$ cat src/rtl/arp_nexthop_resolver.sv
module arp_nexthop_resolver #(
  parameter int CLKS_PER_MS = 1000,
  parameter int TIMEOUT_MS  = 100,
  parameter int RETRIES     = 10
) (
  input  logic        clk,
  input  logic        rst_n,
  input  logic        start,
  input  logic [4:0]  prefix_len,
  input  logic [31:0] local_ip,
  input  logic [47:0] local_mac,
  input  logic [31:0] gateway_ip,
  input  logic [31:0] endpoint_ip,
  output logic        tx_valid,
  input  logic        tx_ready,
  output logic [63:0] tx_data,
  output logic [7:0]  tx_keep,
  output logic        tx_last,
  input  logic        rx_valid,
  input  logic [63:0] rx_data,
  input  logic [7:0]  rx_keep,
  input  logic        rx_last,
  input  logic        rx_error,
  output logic        busy,
  output logic        done,
  output logic        fail,
  output logic [15:0] status,
  output logic [31:0] target_ip,
  output logic [47:0] resolved_mac
);
  localparam int BEATS  = 6;
  localparam int FBYTES = BEATS * 8;
  localparam int TICK_W = $clog2(CLKS_PER_MS + 1);
  localparam int MS_W   = $clog2(TIMEOUT_MS + 1);
  localparam int TRY_W  = $clog2(RETRIES + 1);
  localparam logic [15:0] ST_OK   = 16'h0001;
  localparam logic [15:0] ST_FAIL = 16'h0002;

  typedef enum logic [1:0] {S_IDLE, S_SEND, S_WAIT} state_t;
  state_t st;

  logic [2:0]       beat;
  logic [TICK_W-1:0] tick;
  logic [MS_W-1:0]  ms;
  logic [TRY_W-1:0] tries;
  logic [47:0]      own_mac;
  logic [31:0]      own_ip;

  // next-hop choice
  wire [31:0] pfx_mask  = ~(32'hFFFF_FFFF >> prefix_len);
  wire        in_subnet = ((endpoint_ip ^ local_ip) & pfx_mask) == 32'd0;
  wire        via_gw    = (gateway_ip != 32'd0) && !in_subnet;
  wire [31:0] pick_ip   = via_gw ? gateway_ip : endpoint_ip;

  // request frame, first wire byte at the top of wire_seq
  wire [FBYTES*8-1:0] wire_seq = {48'hFFFF_FFFF_FFFF, own_mac, 16'h0806,
                                  16'h0001, 16'h0800, 8'h06, 8'h04, 16'h0001,
                                  own_mac, own_ip, 48'h0, target_ip, 48'h0};
  logic [FBYTES*8-1:0] frame;
  for (genvar i = 0; i < FBYTES; i++) begin : g_lane
    assign frame[8*i +: 8] = wire_seq[FBYTES*8-1-8*i -: 8];
  end

  assign tx_valid = (st == S_SEND);
  assign tx_last  = (beat == 3'(BEATS - 1));
  assign tx_data  = frame[64*beat +: 64];
  assign tx_keep  = tx_last ? 8'h03 : 8'hFF;
  assign busy     = (st != S_IDLE);

  // receive capture
  logic [2:0]  rx_idx;
  logic [63:0] rb1, rb2, rb3;
  always_ff @(posedge clk or negedge rst_n) begin
    if (!rst_n) begin
      rx_idx <= '0;
      rb1 <= '0;
      rb2 <= '0;
      rb3 <= '0;
    end else if (rx_valid) begin
      if (rx_idx == 3'd1) rb1 <= rx_data;
      if (rx_idx == 3'd2) rb2 <= rx_data;
      if (rx_idx == 3'd3) rb3 <= rx_data;
      if (rx_last) rx_idx <= '0;
      else if (rx_idx != 3'd7) rx_idx <= rx_idx + 3'd1;
    end
  end

  wire [15:0] r_type = {rb1[39:32], rb1[47:40]};
  wire [15:0] r_op   = {rb2[39:32], rb2[47:40]};
  wire [47:0] r_mac  = {rb2[55:48], rb2[63:56], rb3[7:0], rb3[15:8],
                        rb3[23:16], rb3[31:24]};
  wire [31:0] r_ip   = {rb3[39:32], rb3[47:40], rb3[55:48], rb3[63:56]};
  wire long_enough   = (rx_idx > 3'd5) || (rx_idx == 3'd5 && rx_keep >= 8'h03);
  wire hit = (st == S_WAIT) && rx_valid && rx_last && !rx_error && long_enough &&
             r_type == 16'h0806 && r_op == 16'h0002 && r_ip == target_ip;

  wire tick_end = (tick == TICK_W'(CLKS_PER_MS - 1));
  wire ms_end   = (ms == MS_W'(TIMEOUT_MS - 1));
  wire expired  = (st == S_WAIT) && tick_end && ms_end;

  always_ff @(posedge clk or negedge rst_n) begin
    if (!rst_n) begin
      st <= S_IDLE;
      beat <= '0;
      tick <= '0;
      ms <= '0;
      tries <= '0;
      own_mac <= '0;
      own_ip <= '0;
      target_ip <= '0;
      resolved_mac <= '0;
      status <= '0;
      done <= 1'b0;
      fail <= 1'b0;
    end else begin
      done <= 1'b0;
      fail <= 1'b0;
      case (st)
        S_IDLE: if (start) begin
          target_ip <= pick_ip;
          own_mac <= local_mac;
          own_ip <= local_ip;
          tries <= '0;
          beat <= '0;
          status <= '0;
          st <= S_SEND;
        end
        S_SEND: if (tx_ready) begin
          if (tx_last) begin
            beat <= '0;
            tick <= '0;
            ms <= '0;
            st <= S_WAIT;
          end else begin
            beat <= beat + 3'd1;
          end
        end
        S_WAIT: begin
          if (hit) begin
            resolved_mac <= r_mac;
            status <= ST_OK;
            done <= 1'b1;
            st <= S_IDLE;
          end else if (expired) begin
            if (tries == TRY_W'(RETRIES)) begin
              status <= ST_FAIL;
              fail <= 1'b1;
              st <= S_IDLE;
            end else begin
              tries <= tries + 1'b1;
              st <= S_SEND;
            end
          end else if (tick_end) begin
            tick <= '0;
            ms <= ms + 1'b1;
          end else begin
            tick <= tick + 1'b1;
          end
        end
        default: st <= S_IDLE;
      endcase
    end
  end
endmodule

$ cat config.mk
export PLATFORM = sky130hd
export DESIGN_NAME = arp_nexthop_resolver
export DESIGN_NICKNAME = d
export VERILOG_FILES = /design/src/rtl/arp_nexthop_resolver.sv
export SDC_FILE = /design/constraint.sdc
export NUM_CORES = 1
export LEC_CHECK = 0
export ABC_CLOCK_PERIOD_IN_PS = 3500
export BUFFER_PORTS_ARGS = -buffer_cell sky130_fd_sc_hd__buf_2
export CAP_MARGIN = 25
export CORE_MARGIN = 2
export CORE_UTILIZATION = 54
export DETAILED_ROUTE_END_ITERATION = 16
export PLACE_DENSITY = 0.81
export SETUP_SLACK_MARGIN = 0.05
export SLEW_MARGIN = 20
export SYNTH_ARGS = -nofsm -noshare
export SYNTH_HDL_FRONTEND = slang
export SYNTH_SLANG_ARGS = --single-unit
$ cat constraint.sdc
create_clock -name clk -period 3.5 [get_ports clk]
set_clock_uncertainty 0.1 [all_clocks]
set_input_delay 0.7 -clock clk [delete_from_list [all_inputs] [get_ports clk]]
set_output_delay 0.7 -clock clk [all_outputs]
set_load 0.02 [all_outputs]
# After elaboration in Yosys (flattened, before gate mapping)
# Index checks and enable logic that the tools add are counted.
dict set report classes {
  n_div 0
  n_mul 0
  n_eq_ne 24
  muxes 43
  reduce_logical 34
  n_shift 2
  order_cmp 2
  addsub 5
  bitwise_logic 3
}
# cell count
set op_table {}
lappend op_table {{variable part select 384 x 10 -> 64 bit} 1}
lappend op_table {{two-way mux 16 bit} 4}
lappend op_table {{two-way mux 10 bit} 5}
lappend op_table {{two-way mux 7 bit} 5}
lappend op_table {{AND 32 bit} 1}
lappend op_table {{equality test 32 bit} 1}
lappend op_table {{logical NOT 32 bit} 1}
lappend op_table {{two-way mux 32 bit} 1}
lappend op_table {{NOT 32 bit} 1}
lappend op_table {{one-hot mux 16 bit (2 select lines)} 1}
lappend op_table {{nonzero test 32 bit} 1}
lappend op_table {{>> shifter 32 x 5 -> 32 bit, first input constant} 1}
lappend op_table {{bitwise XOR 32 bit} 1}
lappend op_table {{one-hot mux 10 bit (2 select lines)} 1}
lappend op_table {{equality test 16 x 12 -> 1 bit, second input constant} 1}
lappend op_table {{equality test 16 x 2 -> 1 bit, second input constant} 1}
lappend op_table {{two-way mux 4 bit} 4}
lappend op_table {{two-way mux 3 bit} 5}
lappend op_table {{one-hot mux 7 bit (2 select lines)} 1}
lappend op_table {{inequality test 2 bit, second input constant} 6}
lappend op_table {{AND reduction 2 bit} 6}
lappend op_table {{logical AND 1 bit} 11}
lappend op_table {{adder 10 x 1 -> 10 bit, second input constant} 1}
lappend op_table {{equality test 10 bit, second input constant} 1}
lappend op_table {{other kinds (29)} 51}
dict set report totals {
  in_bits 228
  ram_bits 0
  mem_count 0
  latchBits 0
  mem_bits_ro 0
  output_inout_bits 173
  word_cells 129
  register_bits 383
}

# Longest topological paths before layout
dict set report logic_depth {
  word_depth 10
  ltp_mapped 11
  depth_no_buf 8
}

# Worst setup path before layout
# Ideal clock, no wire load.
dict set report synth_path {
  kind {reg2out}
  from {register beat[0]}
  to {output tx_keep[3]}
  t_required_ns 2.700
  stages_incl_launch_ff 9
  t_arrival_ns 2.143
  path_buffers 4
  path_slack_ns 0.557
  path_cell_list {dfrtp_1 -> clkbuf_1 -> clkinv_1 -> nor2_1 -> and2_1 -> clkbuf_1 -> buf_1 -> inv_1 -> buf_4}
}
dict set report synth_between {
  elab_chain_cells 2
}
# element line
set synth_rtl {}
lappend synth_rtl {{from (decl)} 42} ;# logic [2:0] beat;
lappend synth_rtl {{from (signal assigned)} 135} ;# beat <= beat + 3'd1;
lappend synth_rtl {{equality test 3 bit} 65} ;# assign tx_last = (beat == 3'(BEATS - 1));
lappend synth_rtl {{named net tx_last} 18} ;# output logic tx_last,
lappend synth_rtl {{two-way mux 8 bit} 67} ;# assign tx_keep = tx_last ? 8'h03 : 8'hFF;
lappend synth_rtl {{to (decl)} 17} ;# output logic [7:0] tx_keep,
# The timed path passes the listed nets, and every way through them passes these cells.

# Final worst setup path
dict set report layout_path {
  from {register beat[0]}
  to {output tx_data[37]}
}
dict set report layout_between {
  elab_chain_cells 1
}
# element line
set layout_rtl {}
lappend layout_rtl {{variable part select 384 x 10 -> 64 bit} 66} ;# assign tx_data = frame[64*beat +: 64];
lappend layout_rtl {{to (decl)} 16} ;# output logic [63:0] tx_data,
# No other way between the ends.

==> out/metrics.cfg <==
[run_status]
status=completed

[yosys]
async_flop_share_pct=100
ys_ff_latch=305
yosysTopAreaCell=dfrtp_1
ys_warn_count=0
syn_area_per_cell_um2=10.1
ys.flop_type=dfrtp_1
yosysUniqueCellTypes=76
synth.area.top_cells=dfrtp_1, mux2_2, nand2_1
synth_edf_count=0
synth_top_cell_area_share_pct=48.6
synthCells=1555
ys_seq_area_share_pct=48.6
syn_area_mm2=0.0157

[critical_path]
r2r_setup_slack_ns=0.48
endpoint_kind=output port
arrival_ns=2.50
critPathRequiredTime_ns=2.70
r2r_cells=9
critPathKind=reg -> out
crit_start=beat[0]
crit_fanout=30
r2r-start=rx_idx[1]
r2r_end=ms[0]
start_kind=register

[place]
port_buffers=384
dp_cells=2245
dp_hpwl_um=36400
post_dp_cell_area_mm2=0.0179
gp_congestion=0.946
pre_cts_ws_ns=0.423

[power_and_ir_drop]
ir_drop_mv=1.03
p_leak_nw=9.04
pwr_density_cell_mw_per_mm2=831
finalPower_mw=15.9

[route]
drcViolationCount=0
wire_per_inst_um=21.6
num_vias=13500
antenna_left=0
dr.pass1.iters=7
viasPerCell=5.85
drt_iter0_markers=1060
wl_um=49900

[sta]
hold_slack_ns=0.139
timing.final.ws_setup_ns=0.201
tightest_slew_ns=0.999
hold_violations=0
post-route-period-util_pct=94.2
maxSlewViolCount=0
fmax_ghz=0.303
finalSetupTns_ns=0
relSlewSlack_pct=33.3
rsz0062_at_grt=no
setup_violations=0
post-route-min-period_ns=3.30

[final_layout]
syn_to_final_growth_pct=21.7
layout.cells.non_filler=2309
drive_gt1_share_pct=35.5
final_area_mm2=0.0191
fin_nets=2138
fillCellCount=2294
final_util_pct=66.6

[die]
dieArea_mm2=0.0305
num_rows=62
start_util_pct=54.8
io_pins=401
die_w_um=175
core_area_mm2=0.0287
die_y_um=175

[global_routing]
antenna_found_initial=5
grt_pass1_vias=13400
grt_max_degree=93
grt.total_usage_pct=31.9
overflow=0
grt_pass1_wl_um=75400

[cts]
worst_skew_pair.late_latency_ns=0.52
ctsHoldBuffers=0
clockRootBuffer=clkbuf_16
cts_tree=built
cts_made_buffers=34
cts_sinks=305
clkTransAtPathRegs_ns=0.06
clk_path_buf_depth=3
htreeDepth=2

[min_path]
hold_path_class=in -> async

[run]
maxCapViolations=0

[final cells by class]
class	count	area, um2	share of cell area, %
timing repair buffer	416	2280	12.0
clock inverter	14	198	1.03
inverter	48	180	0.942
clock buffer	47	980	5.12
antenna	3	7.51	0.0393
multi-input combinational	1092	7350	38.5
sequential	305	7630	39.9
tap	384	480	2.51
[registers in the layout, summed over array words and instances, names as in the netlist]
signal,count
own_mac,48
rb2,32
own_ip,32
tick,10
ms,7
tries,4
status,2
rb1,16
rx_idx,3
st,2
done,1
rb3,64
target_ip,32
resolved_mac,48
beat,3
fail,1
[routing by layer]
| metal | track usage (%) | wire length, um | up-vias |
|---|---|---|---|
| li1 | - | - | 6111 |
| met1 | 40.4 | 19300 | 6548 |
| met2 | 51.5 | 23500 | 677 |
| met3 | 7.92 | 4440 | 164 |
| met4 | 15.7 | 2700 | 2 |
| met5 | 0 | 7 | - |
[how the worst max path moves through the flow]
stage                    end  slack [ns]
4_1_cts           tx_data[3]        0.13
3_3_place_gp    target_ip[1]        0.45
3_5_place_dp   target_ip[14]        0.42
2_1_floorplan     tx_keep[3]        0.56
5_1_grt          tx_data[39]        0.11
6_report         tx_data[37]        0.20
[synth_stat cells (all sizes together), types with 3 or more instances]
| cell type | instances |
|---|---|
| nor2b | 3 |
| buf | 57 |
| clkbuf | 67 |
| a21oi | 65 |
| nor3 | 7 |
| and3 | 5 |
| dfrtp | 305 |
| nand2 | 235 |
| nand4 | 14 |
| or2 | 3 |
| nand4b | 4 |
| a21o | 3 |
| nand3 | 75 |
| mux2i | 3 |
| o211ai | 35 |
| nor2 | 124 |
| o31ai | 52 |
| and4 | 3 |
| or3 | 8 |
| xor2 | 30 |
| or4 | 11 |
| nor4b | 10 |
| xnor2 | 33 |
| ha | 13 |
| nand2b | 4 |
| and2 | 6 |
| nor4bb | 4 |
| o21ai | 86 |
| a211oi | 4 |
| a22oi | 17 |
| inv | 47 |
| mux2 | 163 |
| nor4 | 20 |
| o22ai | 4 |
[power by group]
group	switching, mW	total (mW)	leakage, nW	internal (mW)
Sequential	1.12	5.89	3.84	4.77
Clock	1.48	3.75	0.575	2.27
Combinational	3.87	6.26	4.63	2.39
Total	6.47	15.9	9.04	9.42
[cell usage in the layout (no fill, tap or decap), types with 13 or more instances in the layout]
cell	netlist	layout
conb_1	2	16
buf_4	26	23
inv_1	46	46
nand2_1	235	233
nand3_1	75	73
o31ai_2	30	30
xnor2_1	33	33
mux2_1	35	35
clkbuf_16	0	34
nor2_1	123	122
o31ai_1	22	22
nand4_1	14	14
xor2_1	30	30
o21ai_0	77	77
o211ai_2	30	30
ha_1	13	13
a22oi_1	17	17
nor4_1	18	18
dfrtp_1	305	304
mux2_2	127	127
buf_2	9	383
a21oi_1	65	65
[timing repair]
action                     CTS  global route
hold endpoints to repair     0             0
buffers inserted             0             0
gates resized for setup      0             2
setup endpoints to repair    0             6
[logic make-up after synthesis]
kind of cell / Yosys count / synth area share (%)
other cells: 2 / 0.0478
simple gates: 543 / 16.0
fa+ha+maj: 14 / 1.11
xor+xnor: 63 / 3.51
buf+inv: 172 / 5.23
compound gates: 290 / 13.6
mux: 166 / 11.9
flops: 305 / 48.6
[critical path, stage by stage (launching register included)]
cell      delay [ns]
dfrtp_2         0.43
buf_4           0.24
and2_1          0.21
o21bai_1        0.77
a21oi_1         0.11
buf_2           0.22
(Power assumes the default switching activity.)
